File: src/rtl/flt_pkg.sv
// Shared definitions for the fast-lock window timer.
// Assumes a 2-bit mode field with the encoding listed below.
package flt_pkg;
    typedef enum logic [1:0] {
        FLM_OFF   = 2'b00,
        FLM_FAST  = 2'b01,
        FLM_PHASE = 2'b10,
        FLM_CONV  = 2'b11
    } flt_mode_e;
endpackage

File: src/rtl/flt_cnt.sv
// Shared down counter for window length and free-running period.
// Assumes load has priority over counting; it stalls at zero.
module flt_cnt #(
    parameter int CNT_W = 12
) (
    input  logic             clk,
    input  logic             rst_n,
    input  logic             load,
    input  logic [CNT_W-1:0] load_val,
    input  logic             en,
    output logic             tc,
    output logic             zero
);
    logic [CNT_W-1:0] cnt_q;

    // Counter state: reload, count down on enable, hold at zero.
    always_ff @(posedge clk) begin
        if (!rst_n)                     cnt_q <= '0;
        else if (load)                  cnt_q <= load_val;
        else if (en && cnt_q != '0)     cnt_q <= cnt_q - 1'b1;
    end

    // Terminal count: the last enabled cycle of a period.
    always_comb begin
        zero = (cnt_q == '0);
        tc   = en && (cnt_q == {{(CNT_W-1){1'b0}}, 1'b1});
    end
endmodule

File: src/rtl/flt_win.sv
// Window controller: opens on a qualifying register write, closes at
// terminal count or on mode exit, and tracks the zero-length error.
// Assumes tc is only meaningful while the window is open.
module flt_win (
    input  logic clk,
    input  logic rst_n,
    input  logic fast_mode,
    input  logic reg0_wr,
    input  logic len_zero,
    input  logic tc,
    output logic start,
    output logic active,
    output logic done,
    output logic err
);
    logic req;

    // Decode the start request and its refusal.
    always_comb begin
        req   = fast_mode && reg0_wr;
        start = req && !len_zero;
    end

    // Window state, expiry pulse and sticky error flag.
    always_ff @(posedge clk) begin
        if (!rst_n) begin
            active <= 1'b0;
            done   <= 1'b0;
            err    <= 1'b0;
        end else begin
            done <= fast_mode && active && tc && !start;
            if (!fast_mode)      active <= 1'b0;
            else if (start)      active <= 1'b1;
            else if (tc)         active <= 1'b0;
            if (start)           err <= 1'b0;
            else if (req)        err <= 1'b1;
        end
    end
endmodule

File: src/rtl/flt_free.sv
// Free-running sequencer for the phase-adjust and converter-clock modes.
// Requests a reload on mode entry, at terminal count or when stalled at
// zero, and registers one tick per completed period.
module flt_free (
    input  logic clk,
    input  logic rst_n,
    input  logic free_mode,
    input  logic tc,
    input  logic cnt_zero,
    output logic reload,
    output logic tick
);
    logic free_q;

    // Reload request for the shared counter.
    always_comb reload = free_mode && (!free_q || tc || cnt_zero);

    // Mode-entry history and registered period tick.
    always_ff @(posedge clk) begin
        if (!rst_n) begin
            free_q <= 1'b0;
            tick   <= 1'b0;
        end else begin
            free_q <= free_mode;
            tick   <= free_mode && free_q && tc;
        end
    end
endmodule

File: src/rtl/flt_out.sv
// Output override: full-scale pump code and filter switch while the
// window is open. Assumes the switch needs the pin select at SW_SEL.
module flt_out #(
    parameter int          CP_W   = 4,
    parameter int          SEL_W  = 4,
    parameter logic [SEL_W-1:0] SW_SEL = 4'b1100
) (
    input  logic             active,
    input  logic [CP_W-1:0]  cp_prog,
    input  logic [SEL_W-1:0] mux_cfg,
    output logic [CP_W-1:0]  cp_code_eff,
    output logic             filt_short
);
    localparam logic [CP_W-1:0] CP_FULL = {CP_W{1'b1}};

    // Select forced or programmed code; gate the switch on the pin select.
    always_comb begin
        cp_code_eff = active ? CP_FULL : cp_prog;
        filt_short  = active && (mux_cfg == SW_SEL);
    end
endmodule

File: src/rtl/fastlock_timer.sv
// Fast-lock bandwidth window timer with a shared terminal-count divider.
// Assumes pfd_tick is a one-clock strobe per phase-detector cycle and that
// reg0_wr is a one-clock pulse per write to the divider register.
module fastlock_timer #(
    parameter int CNT_W = 12,
    parameter int CP_W  = 4,
    parameter int SEL_W = 4
) (
    input  logic             clk,
    input  logic             rst_n,
    input  logic             pfd_tick,
    input  logic [1:0]       mode_sel,
    input  logic             reg0_wr,
    input  logic [CNT_W-1:0] win_len,
    input  logic [CP_W-1:0]  cp_prog,
    input  logic [SEL_W-1:0] mux_cfg,
    output logic [CP_W-1:0]  cp_code_eff,
    output logic             filt_short,
    output logic             win_active,
    output logic             win_done,
    output logic             div_tc,
    output logic             len_err
);
    import flt_pkg::*;

    logic             fast_mode, free_mode, idle;
    logic             start, reload, tc, cnt_zero, len_zero;
    logic             cnt_load, cnt_en;
    logic [CNT_W-1:0] cnt_val;

    // Mode decode and shared-counter control.
    always_comb begin
        fast_mode = (flt_mode_e'(mode_sel) == FLM_FAST);
        free_mode = mode_sel[1];
        len_zero  = (win_len == '0);
        idle      = !win_active && !free_mode;
        cnt_en    = pfd_tick && (win_active || free_mode);
        cnt_load  = start || reload || idle;
        cnt_val   = (start || reload) ? win_len : '0;
    end

    flt_cnt #(.CNT_W(CNT_W)) u_cnt (
        .clk(clk), .rst_n(rst_n), .load(cnt_load), .load_val(cnt_val),
        .en(cnt_en), .tc(tc), .zero(cnt_zero)
    );

    flt_win u_win (
        .clk(clk), .rst_n(rst_n), .fast_mode(fast_mode), .reg0_wr(reg0_wr),
        .len_zero(len_zero), .tc(tc), .start(start), .active(win_active),
        .done(win_done), .err(len_err)
    );

    flt_free u_free (
        .clk(clk), .rst_n(rst_n), .free_mode(free_mode), .tc(tc),
        .cnt_zero(cnt_zero), .reload(reload), .tick(div_tc)
    );

    flt_out #(.CP_W(CP_W), .SEL_W(SEL_W)) u_out (
        .active(win_active), .cp_prog(cp_prog), .mux_cfg(mux_cfg),
        .cp_code_eff(cp_code_eff), .filt_short(filt_short)
    );
endmodule

File: config.mk
export PLATFORM = sky130hd
export DESIGN_NAME = fastlock_timer
export DESIGN_NICKNAME = d
export VERILOG_FILES = /design/src/rtl/flt_pkg.sv /design/src/rtl/flt_cnt.sv /design/src/rtl/flt_win.sv /design/src/rtl/flt_free.sv /design/src/rtl/flt_out.sv /design/src/rtl/fastlock_timer.sv
export SDC_FILE = /design/constraint.sdc
export NUM_CORES = 1
export LEC_CHECK = 0
export BUFFER_PORTS_ARGS = -buffer_cell sky130_fd_sc_hd__buf_4
export CAP_MARGIN = 20
export CELL_PAD_IN_SITES_DETAIL_PLACEMENT = 0
export CELL_PAD_IN_SITES_GLOBAL_PLACEMENT = 1
export CORE_ASPECT_RATIO = 1.1
export CORE_UTILIZATION = 39
export CTS_CLUSTER_SIZE = 20
export DETAILED_ROUTE_END_ITERATION = 6
export PLACE_DENSITY = 0.85
export SLEW_MARGIN = 20
export SYNTH_ARGS = -nofsm -noshare
export SYNTH_HDL_FRONTEND = slang
export SYNTH_HIERARCHICAL = 1
export SYNTH_SLANG_ARGS = --single-unit
File: constraint.sdc
create_clock -name clk -period 4.6 [get_ports clk]
set_clock_uncertainty 0.2 [all_clocks]
set_input_delay 0.69 -clock clk [delete_from_list [all_inputs] [get_ports clk]]
set_output_delay 0.69 -clock clk [all_outputs]
set_load 0.01 [all_outputs]
Yosys cells after proc, flatten, opt, wreduce, memory -nomap -nowiden
Index checks and enable logic that the tools add are counted.
{"block": "totals", "register_bits": 17, "inputBits": 26, "output_inout_bits": 9, "wordCells": 47}
{"block": "classes", "n_addsub": 1, "eq_ne": 3, "mux": 6, "bitwise": 1, "n_reduce_logical": 30}
{"operator": "2-to-1 mux 12 bit", "count": 3}
{"operator": "zero test 12 bit", "count": 2}
{"operator": "logical AND 1 bit", "count": 13}
{"operator": "== test 12 x 1 -> 1 bit, second input constant", "count": 1}
{"operator": "nonzero test 12 bit", "count": 1}
{"operator": "subtractor 12 x 1 -> 12 bit, second input constant", "count": 1}
{"operator": "zero test 1 bit", "count": 5}
{"operator": "logical OR 1 bit", "count": 5}
{"operator": "== test 4 bit, second input constant", "count": 1}
{"operator": "2-to-1 mux 4 bit", "count": 1}
{"operator": "nonzero test 2 bit", "count": 2}
{"operator": "== test 2 x 1 -> 1 bit, second input constant", "count": 1}
{"operator": "2-to-1 mux 1 bit", "count": 2}
{"operator": "AND reduction 2 bit", "count": 1}
{"operator": "OR reduction 2 bit", "count": 1}
{"operator": "NOT 1 bit", "count": 1}

Depth between registers and ports, before layout
Gate-level depths: netlist of run 1.
{"block": "depth", "word_depth": 9, "depth_mapped": 13, "mapped_depth_nobuf": 12}

Hierarchy
The synthesis of run 1 kept the hierarchy.
{"module": "flt_cnt", "n_inst": 1, "cells_per_inst": 89, "area_per_inst_um2": 743.2, "seq_area_each_um2": 240.2}
{"module": "fastlock_timer", "n_inst": 1, "cells_per_inst": 21, "area_per_inst_um2": 135.1, "seq_area_each_um2": 0.0}
{"module": "flt_win", "n_inst": 1, "cells_per_inst": 15, "area_per_inst_um2": 128.9, "seq_area_each_um2": 60.1}
{"module": "flt_free", "n_inst": 1, "cells_per_inst": 6, "area_per_inst_um2": 66.3, "seq_area_each_um2": 40.0}
{"module": "flt_out", "n_inst": 1, "cells_per_inst": 6, "area_per_inst_um2": 37.5, "seq_area_each_um2": 0.0}

Least setup slack after synthesis of run 1
No wires, ideal clock.
{"block": "synth_timing", "path_type": "input port to flip-flop", "start": "input port mode_sel[1]", "end": "register u_cnt.cnt_q[11]", "setup_ps": 138, "arrival_ps": 2796, "required_ps": 4262, "path_slack_ps": 1466, "cell_stages": 12, "n_path_buf": 2, "cell_sequence": "o21a_1 nor3b_1 nor4bb_1 nor2_1 a21boi_0 nor2_2 buf_4 o21ai_1 inv_1 clkbuf_1 o21ai_0 a31oi_1"}
{"block": "synth_via", "elab_chain_len": 9, "word_cells_on_any_way": 17, "classes_between": "1 x eq/ne; 2 x mux; 14 x reduce/logical"}
{"item": "from (decl)", "line": "fastlock_timer.sv:12", "text": "input logic [1:0] mode_sel,"}
{"item": "logical OR 1 bit *", "line": "fastlock_timer.sv:37", "text": "cnt_en = pfd_tick && (win_active || free_mode);"}
{"item": "logical AND 1 bit *", "line": "fastlock_timer.sv:37"}
{"item": "logical AND 1 bit *", "line": "flt_cnt.sv:26", "text": "tc = en && (cnt_q == {{(CNT_W-1){1'b0}}, 1'b1});"}
{"item": "net tc", "line": "fastlock_timer.sv:27", "text": "logic start, reload, tc, cnt_zero, len_zero;"}
{"item": "logical OR 1 bit * (2 in a row)", "line": "flt_free.sv:16", "text": "always_comb reload = free_mode && (!free_q || tc || cnt_zero);"}
{"item": "logical AND 1 bit *", "line": "flt_free.sv:16"}
{"item": "net reload", "line": "fastlock_timer.sv:27"}
{"item": "logical OR 1 bit * (2 in a row)", "line": "fastlock_timer.sv:38", "text": "cnt_load = start || reload || idle;"}
{"item": "net cnt_load", "line": "fastlock_timer.sv:28", "text": "logic cnt_load, cnt_en;"}
{"item": "2-to-1 mux 12 bit / nonzero test 2 bit (equally long branches)"}
{"item": "to (signal assigned)", "line": "flt_cnt.sv:19", "text": "else if (load) cnt_q <= load_val;"}
{"item": "to (signal assigned)", "line": "flt_cnt.sv:20", "text": "else if (en && cnt_q != '0) cnt_q <= cnt_q - 1'b1;"}
{"item": "to (decl)", "line": "flt_cnt.sv:14", "text": "logic [CNT_W-1:0] cnt_q;"}
The timed path passes the listed nets; every way through them passes the cells marked *.
A chain may end at the register's enable or synchronous reset.

Final worst setup path of run 1
{"block": "layout_timing", "start": "register u_win.active", "end": "register u_cnt.cnt_q[5]"}
{"block": "layout_via", "elab_chain_len": 9, "word_cells_on_any_way": 14, "classes_between": "2 x mux; 12 x reduce/logical"}
{"item": "from (decl)", "line": "flt_win.sv:12", "text": "output logic active,"}
{"item": "from (signal assigned)", "line": "flt_win.sv:27", "text": "active <= 1'b0;"}
{"item": "from (signal assigned)", "line": "flt_win.sv:32", "text": "if (!fast_mode) active <= 1'b0;"}
{"item": "from (signal assigned)", "line": "flt_win.sv:33", "text": "else if (start) active <= 1'b1;"}
{"item": "logical OR 1 bit *", "line": "fastlock_timer.sv:37"}
{"item": "logical AND 1 bit *", "line": "fastlock_timer.sv:37"}
{"item": "net cnt_en", "line": "fastlock_timer.sv:28"}
{"item": "logical AND 1 bit *", "line": "flt_cnt.sv:26"}
{"item": "net tc", "line": "fastlock_timer.sv:27"}
{"item": "logical OR 1 bit * (2 in a row)", "line": "flt_free.sv:16"}
{"item": "logical AND 1 bit *", "line": "flt_free.sv:16"}
{"item": "net reload", "line": "fastlock_timer.sv:27"}
{"item": "logical OR 1 bit * (2 in a row)", "line": "fastlock_timer.sv:38"}
{"item": "net cnt_load", "line": "fastlock_timer.sv:28"}
{"item": "2-to-1 mux 12 bit / nonzero test 2 bit (equally long branches)"}
Marks and branches as above.

==> results of run 1 <==
-- worst max-delay path by stage --
stage                                               to                 startpoint  cells past startpoint
final                      u_cnt/cnt_q[5]$_SDFFE_PN0P_  u_win/active$_SDFFE_PN0P_                     10
after detailed placement   u_cnt/cnt_q[6]$_SDFFE_PN0P_                mode_sel[1]                     11
after global placement    u_cnt/cnt_q[10]$_SDFFE_PN0P_                mode_sel[1]                     12
after global routing       u_cnt/cnt_q[8]$_SDFFE_PN0P_  u_win/active$_SDFFE_PN0P_                     10
after CTS                  u_cnt/cnt_q[6]$_SDFFE_PN0P_  u_win/active$_SDFFE_PN0P_                     10
after floorplan           u_cnt/cnt_q[11]$_SDFFE_PN0P_                mode_sel[1]                     12
-- per-layer routing --
| layer | GRT usage [%] | part of all wire [%] | wire length, um |
|---|---|---|---|
| met5 | 0 | 0 | 0 |
| met2 | 32.2 | 48 | 1330 |
| met4 | 9.02 | 0.98 | 27 |
| met3 | 1.57 | 2.7 | 75 |
| met1 | 28.4 | 48 | 1320 |
-- critical path, delay by kind of cell (launching register included) --
| family | cells | cell delay (ps) |
|---|---|---|
| AOI/OAI and AO/OA | 5 | 1120 |
| buffers and inverters | 1 | 370 |
| DFF | 1 | 500 |
| and+or+nand+nor | 4 | 1280 |
-- synthesized netlist by cell type (2+ instances only) --
library cell	count
dfxtp_1	17
nand2_1	13
nor2b_1	12
o21ai_0	11
a21oi_1	7
a31oi_1	7
nor2_1	6
inv_1	5
nor3_1	4
nor4_1	4
or2_1	4
or3_1	4
xnor2_1	4
clkbuf_1	3
ha_1	3
and3_1	2
nor3b_1	2
o21a_1	2
o31ai_1	2
-- final cells by class --
| type | count | area [sq um] | share of cell area (%) |
|---|---|---|---|
| inverters | 5 | 18.8 | 1.33 |
| clock buffers | 3 | 22.5 | 1.59 |
| well taps | 31 | 38.8 | 2.74 |
| repair buffers | 34 | 255 | 18.1 |
| clock inverters | 1 | 5.00 | 0.354 |
| multi-input cells | 111 | 733 | 51.9 |
| flip-flops and latches | 17 | 340 | 24.1 |
-- flip-flops by register name (all words and copies together) (netlist names) --
name	cells
u_win/done	1
u_free/tick	1
u_win/err	1
u_win/active	1
u_free/free_q	1
u_cnt/cnt_q	12
-- power breakdown --
| group | total [mW] | leakage [nW] | internal (mW) | switching [mW] |
|---|---|---|---|---|
| logic | 0.113 | 0.405 | 0.0540 | 0.0586 |
| registers | 0.169 | 0.140 | 0.157 | 0.0122 |
| clock network | 0.0818 | 0.0177 | 0.0323 | 0.0494 |
-- kinds of logic (layout without fill, tap and decap cells) --
kind of cell / count (synthesis) / count (layout) / synth area share, %
AOI/OAI and AO/OA: 36 / 36 / 21.2
adders and majority gates: 3 / 3 / 3.38
muxes: 2 / 2 / 1.91
and+or+nand+nor: 66 / 66 / 36.4
DFF: 17 / 17 / 30.6
buffers and inverters: 9 / 43 / 3.38
xor gates and xnor gates: 4 / 4 / 3.15
==> out/qor.yml, run 1 <==
outcome:
  status: "finished, final reports clean"
sta:
  slew_viol_final: 0
  hold_violations: 0
  rsz0062_at_grt: "no"
  fin_ws_ps: 1000
  holdWs_ps: 268
  tightest_slew_ps: 604
  fin_setup_tns_ps: 0
  fin_crit_sh_pct: 78.2
  layout_min_cycle_time_ps: 3600
  max_freq_mhz: 278
  relSlewSlack_pct: 59.2
  setup_viol: 0
worst_hold_path:
  min_path_cells: 2
  min_to: "u_win/err$_SDFFE_PP0P_"
  hp-class: "flip-flop to flip-flop"
  hold_start: "u_win/err$_SDFFE_PP0P_"
drt:
  wl_per_cell_um: 13.7
  dr_total_vias: 1098
  dr.pass1.iters: 4
  viasPerCell: 5.44
  ant_nets: 0
  drt_iter0_markers: 46
  drc: 0
  wl_mm: 2.76
clock_tree:
  post_cts_buffers: 0
  hold_buffers: 0
  cts_resized: 0
  clkLatencyLatePin_ps: 290
  root_buffer: "clkbuf_4"
  numCtsBuffers: 3
  cts_sinks: 17
  clk_path_buf_depth: 2
  htreeDepth: 1
  clk_pin_slew_ps: 100
  cts_tree: "yes"
setup_path:
  arrival_ps: 3560
  r2r_slack_ps: 1000
  required_ps: 4560
  critPathMaxFanout: 21
  path_cells: "o21a_1 -> nor3b_1 -> nor4bb_1 -> nor2_1 -> a21boi_0 -> nor2_2 -> o21ai_1 -> inv_1 -> o21ai_0 -> a31oi_1"
  cp_slowest_cell: "nor4bb_1"
  cp-end-kind: "flip-flop"
  r2r-end: "u_cnt/cnt_q[5]$_SDFFE_PN0P_"
  critical_path_class: "flip-flop to flip-flop"
  start_kind: "flip-flop"
  reg2reg_depth: 10
  worstReg2RegStart: "u_win/active$_SDFFE_PN0P_"
  crit_path_max_incr_delay_ps: 560
die:
  placementRows: 19
  core_area_sq_mm: 0.00259
  initial_core_util_pct: 42.9
  dieArea_sq_mm: 0.00307
  chipHeight_um: 58.0
  pin_count: 35
  die_w_um: 52.9
cells_and_area:
  synthToLayoutAreaGrowth_pct: 27.3
  fin_util_pct: 54.6
  instances_no_fill: 202
  antenna_cells: 0
  stdcell_area_sq_mm: 0.00141
  final_cell_mix: "buf_4 (34), dfxtp_1 (17), nand2_1 (13), nor2b_1 (12), o21ai_0 (11)"
  fill_cells: 253
  final_common_cell: "buf_4"
  nNetsFinal: 201
  drive_gt1_share_pct: 28.7
logic_synthesis:
  synthTopCellsByArea: "dfxtp_1 (31%), nor2b_1 (6.8%), o21ai_0 (5.0%), nand2_1 (4.4%), a31oi_1 (3.9%)"
  post_synth.cell_area_avg_sq_um: 8.11
  synth_top_cell_area_share_pct: 30.6
  yosys.area.top_type: "dfxtp_1"
  synthCells: 137
  synthDistinctLibCells: 44
  synth-async-reset-ratio_pct: 0
  synth_edf_count: 0
  ys.flop_type: "dfxtp_1"
  synth_warnings: 6
  syn_area_sq_mm: 0.00111
  ys_seq_elements: 17
  syn_nets: 166
  seq_area_frac_synth_pct: 30.6
global_routing:
  antenna_found_initial: 0
  grt.total_usage_pct: 20.5
  grt_pass1_wl_mm: 4.67
  grt_remaining_overflow: 0
  grt_max_degree: 22
  grt_pass1_vias: 1030
placement:
  portBuffers: 34
  place_area_sq_mm: 0.00139
  placedCellCount: 198
  preCtsSetupSlack_ps: 813
  place_congestion: 0.847
  hpwl_mm: 2.18
power:
  peakVddDrop_mv: 0.164
  p_leak_nw: 0.563
  fin_total_pwr_mw: 0.364
  power_density_mw_per_mm2: 257
run:
  max-cap-violations: 0
(Power assumes the default switching activity.)
==> run 2, diff against run 1 <==
--- a/config.mk
+++ b/config.mk
@@ -10,10 +10,10 @@
 export CELL_PAD_IN_SITES_DETAIL_PLACEMENT = 0
 export CELL_PAD_IN_SITES_GLOBAL_PLACEMENT = 1
 export CORE_ASPECT_RATIO = 1.1
-export CORE_UTILIZATION = 39
+export CORE_UTILIZATION = 36
 export CTS_CLUSTER_SIZE = 20
 export DETAILED_ROUTE_END_ITERATION = 6
-export PLACE_DENSITY = 0.85
+export PLACE_DENSITY = 0.79
 export SLEW_MARGIN = 20
 export SYNTH_ARGS = -nofsm -noshare
 export SYNTH_HDL_FRONTEND = slang
==> constraint.sdc (replaced) <==
create_clock -name clk -period 3.7 [get_ports clk]
set_clock_uncertainty 0.2 [all_clocks]
set_input_delay 0.555 -clock clk [delete_from_list [all_inputs] [get_ports clk]]
set_output_delay 0.555 -clock clk [all_outputs]
set_load 0.01 [all_outputs]
==> run 2 against run 1 <==
  * Final area is 1.8% higher
  * Clock power increased by 26%
  * Combinational power is 28% higher
  * Wire length grew 2.4%
  * Sequential power grew 24%
  * Fmax is 12% higher
  * Via count up 1.0%
  * Global-route usage decreased by 1.6 points
  * Register-to-register slack lost 510 ps
  * Sequential share of layout area shrank 0.42 points
  * Worst setup slack lost 510 ps
  * Critical path type unchanged
  * Hold slack improved by 13 ps
==> out/qor.yml, run 2 (synthesis results as in run 1) <==
outcome:
  status: "finished, final reports clean"  # unchanged
clock_tree:
  hold_buffers: 0  # unchanged
  post_cts_buffers: 0  # unchanged
  htreeDepth: 1  # unchanged
  root_buffer: "clkbuf_4"  # unchanged
  cts_sinks: 17  # unchanged
  clk_path_buf_depth: 2  # unchanged
  cts_tree: "yes"  # unchanged
  numCtsBuffers: 3  # unchanged
  cts_resized: 0  # unchanged
  clkLatencyLatePin_ps: 290  # about the same
  clk_pin_slew_ps: 110  # was 100 ps
setup_path:
  arrival_ps: 3190  # was 3560 ps
  cp-end-kind: "flip-flop"  # unchanged
  r2r-end: "u_cnt/cnt_q[2]$_SDFFE_PN0P_"  # was u_cnt/cnt_q[5]$_SDFFE_PN0P_
  worstReg2RegStart: "u_cnt/cnt_q[4]$_SDFFE_PN0P_"  # was u_win/active$_SDFFE_PN0P_
  critPathMaxFanout: 16  # was 21
  endpoint: "u_cnt/cnt_q[2]$_SDFFE_PN0P_"  # was u_cnt/cnt_q[5]$_SDFFE_PN0P_
  reg2reg_depth: 10  # unchanged
  start_kind: "flip-flop"  # unchanged
  required_ps: 3680  # was 4560 ps
  r2r_slack_ps: 490  # was 1000 ps
  crit_start: "u_cnt/cnt_q[4]$_SDFFE_PN0P_"  # was u_win/active$_SDFFE_PN0P_
  critical_path_class: "flip-flop to flip-flop"  # unchanged
global_routing:
  grt_use_met2_pct: 29.3  # was 32.2%
  grt.total_usage_pct: 18.9  # was 20.5%
  grt_pass1_wl_mm: 4.46  # was 4.67 mm
  grt_max_degree: 17  # was 22
  grt_pass1_vias: 998  # was 1030
  grt-busiest-layer: "met2"  # unchanged
  antenna_found_initial: 0  # unchanged
  grt_use_met3_pct: 3.05  # was 1.57%
  use_met1_pct: 26.0  # was 28.4%
  grt_remaining_overflow: 0  # unchanged
cells_and_area:
  synthToLayoutAreaGrowth_pct: 29.5  # was 27.3%
  largest_reg_flops: 12  # unchanged
  stdcell_area_sq_mm: 0.00144  # was 0.00141 sq mm
  final_cell_mix: "buf_4 (37), dfxtp_1 (17), nand2_1 (13), nor2b_1 (12), o21ai_0 (11)"  # was buf_4 (34), dfxtp_1 (17), nand2_1 (13), nor2b_1 (12), o21ai_0 (11)
  final_common_cell: "buf_4"  # unchanged
  nNetsFinal: 204  # was 201
  regMostFlops: "u_cnt/cnt_q"  # unchanged
  antenna_cells: 0  # unchanged
  drive_gt1_share_pct: 29.9  # was 28.7%
sta:
  setup_viol: 0  # unchanged
  rsz0062_at_grt: "no"  # unchanged
  tightest_slew_ps: 618  # was 604 ps
  fin_setup_tns_ps: 0  # unchanged
  slew_viol_final: 0  # unchanged
  fin_crit_sh_pct: 86.7  # was 78.2%
  hold_violations: 0  # unchanged
  relSlewSlack_pct: 58.2  # was 59.2%
  layout_min_cycle_time_ps: 3210  # was 3600 ps
  max_freq_mhz: 312  # was 278 MHz
drt:
  viasPerCell: 5.36  # was 5.44
  dr_total_vias: 1109  # was 1098
  ant_nets: 0  # unchanged
  drc: 0  # unchanged
  wl_per_cell_um: 13.6  # was 13.7 um
  drt_iter0_markers: 35  # was 46
  wl_mm: 2.82  # was 2.76 mm
  dr.pass1.iters: 4  # unchanged
worst_hold_path:
  hp-class: "flip-flop to flip-flop"  # unchanged
power:
  peakVddDrop_mv: 0.162  # was 0.164 mV
  p_leak_nw: 0.578  # was 0.563 nW
  power_density_mw_per_mm2: 318  # was 257 mW/mm^2
die:
  dieArea_sq_mm: 0.00331  # was 0.00307 sq mm
  chipHeight_um: 60.3  # was 58.0 um
  die_w_um: 55.0  # was 52.9 um
  initial_core_util_pct: 38.9  # was 42.9%
  core_area_sq_mm: 0.00285  # was 0.00259 sq mm
  placementRows: 20  # was 19
  pin_count: 35  # unchanged
placement:
  hpwl_mm: 2.30  # was 2.18 mm
  portBuffers: 34  # unchanged
  place_congestion: 0.872  # was 0.847
  place_area_sq_mm: 0.00141  # was 0.00139 sq mm
run:
  max-cap-violations: 0  # unchanged
-- run 2: through the flow --
| stage | setup slack [ps] | instances | util (%) | hold WS, ps | total power [mW] |
|---|---|---|---|---|---|
| floorplan | 701 | 137 | - | 247 | 0.304 |
| global placement | 627 | 203 | 49.5 | 257 | 0.357 |
| detailed placement | 494 | 203 | 49.5 | 266 | 0.358 |
| CTS | 513 | 207 | 50.4 | 280 | 0.463 |
| global route | 239 | 207 | 50.4 | 297 | 0.489 |
| finish | 490 | 207 | 50.4 | 281 | 0.458 |
-- run 2: critical path: stages, from the launching register on --
cell      delay (ps)
dfxtp_1          390
nor4_1           530
nand2_1          180
nor4bb_1         540
nor2_1           100
a21boi_0         250
nor2_2           150
o21ai_1          130
inv_1            210
o21ai_0          330
a31oi_1           70
-- run 2: worst min path at each step --
stage                             start                      to  cells after the start
3_3_place_gp     u_win/err$_SDFFE_PP0P_  u_win/err$_SDFFE_PP0P_                      2
3_5_place_dp     u_win/err$_SDFFE_PP0P_  u_win/err$_SDFFE_PP0P_                      2
4_1_cts          u_win/err$_SDFFE_PP0P_  u_win/err$_SDFFE_PP0P_                      2
2_1_floorplan  u_free/free_q$_SDFF_PN0_  u_free/tick$_SDFF_PN0_                      1
6_report         u_win/err$_SDFFE_PP0P_  u_win/err$_SDFFE_PP0P_                      2
5_1_grt        u_free/free_q$_SDFF_PN0_  u_free/tick$_SDFF_PN0_                      1
-- run 2: area by class of cell --
type                    instances  area, sq um
flip-flops and latches         17          340
clock inverters                 1         5.00
clock buffers                   3         22.5
inverters                       5         18.8
well taps                      33         41.3
fillers                       304         1410
repair buffers                 37          278
multi-input cells             111          733
-- run 2: metal layers --
metal / share of wire (%) / wire (um)
met5: 0 / 0
met4: 0.60 / 17
met2: 48 / 1340
met1: 49 / 1380
met3: 3.0 / 85
-- run 2: power breakdown --
group | internal [mW] | total (mW) | leakage (nW) | switching, mW
clock network | 0.0402 | 0.103 | 0.0177 | 0.0627
logic | 0.0705 | 0.145 | 0.420 | 0.0743
registers | 0.195 | 0.210 | 0.140 | 0.0151
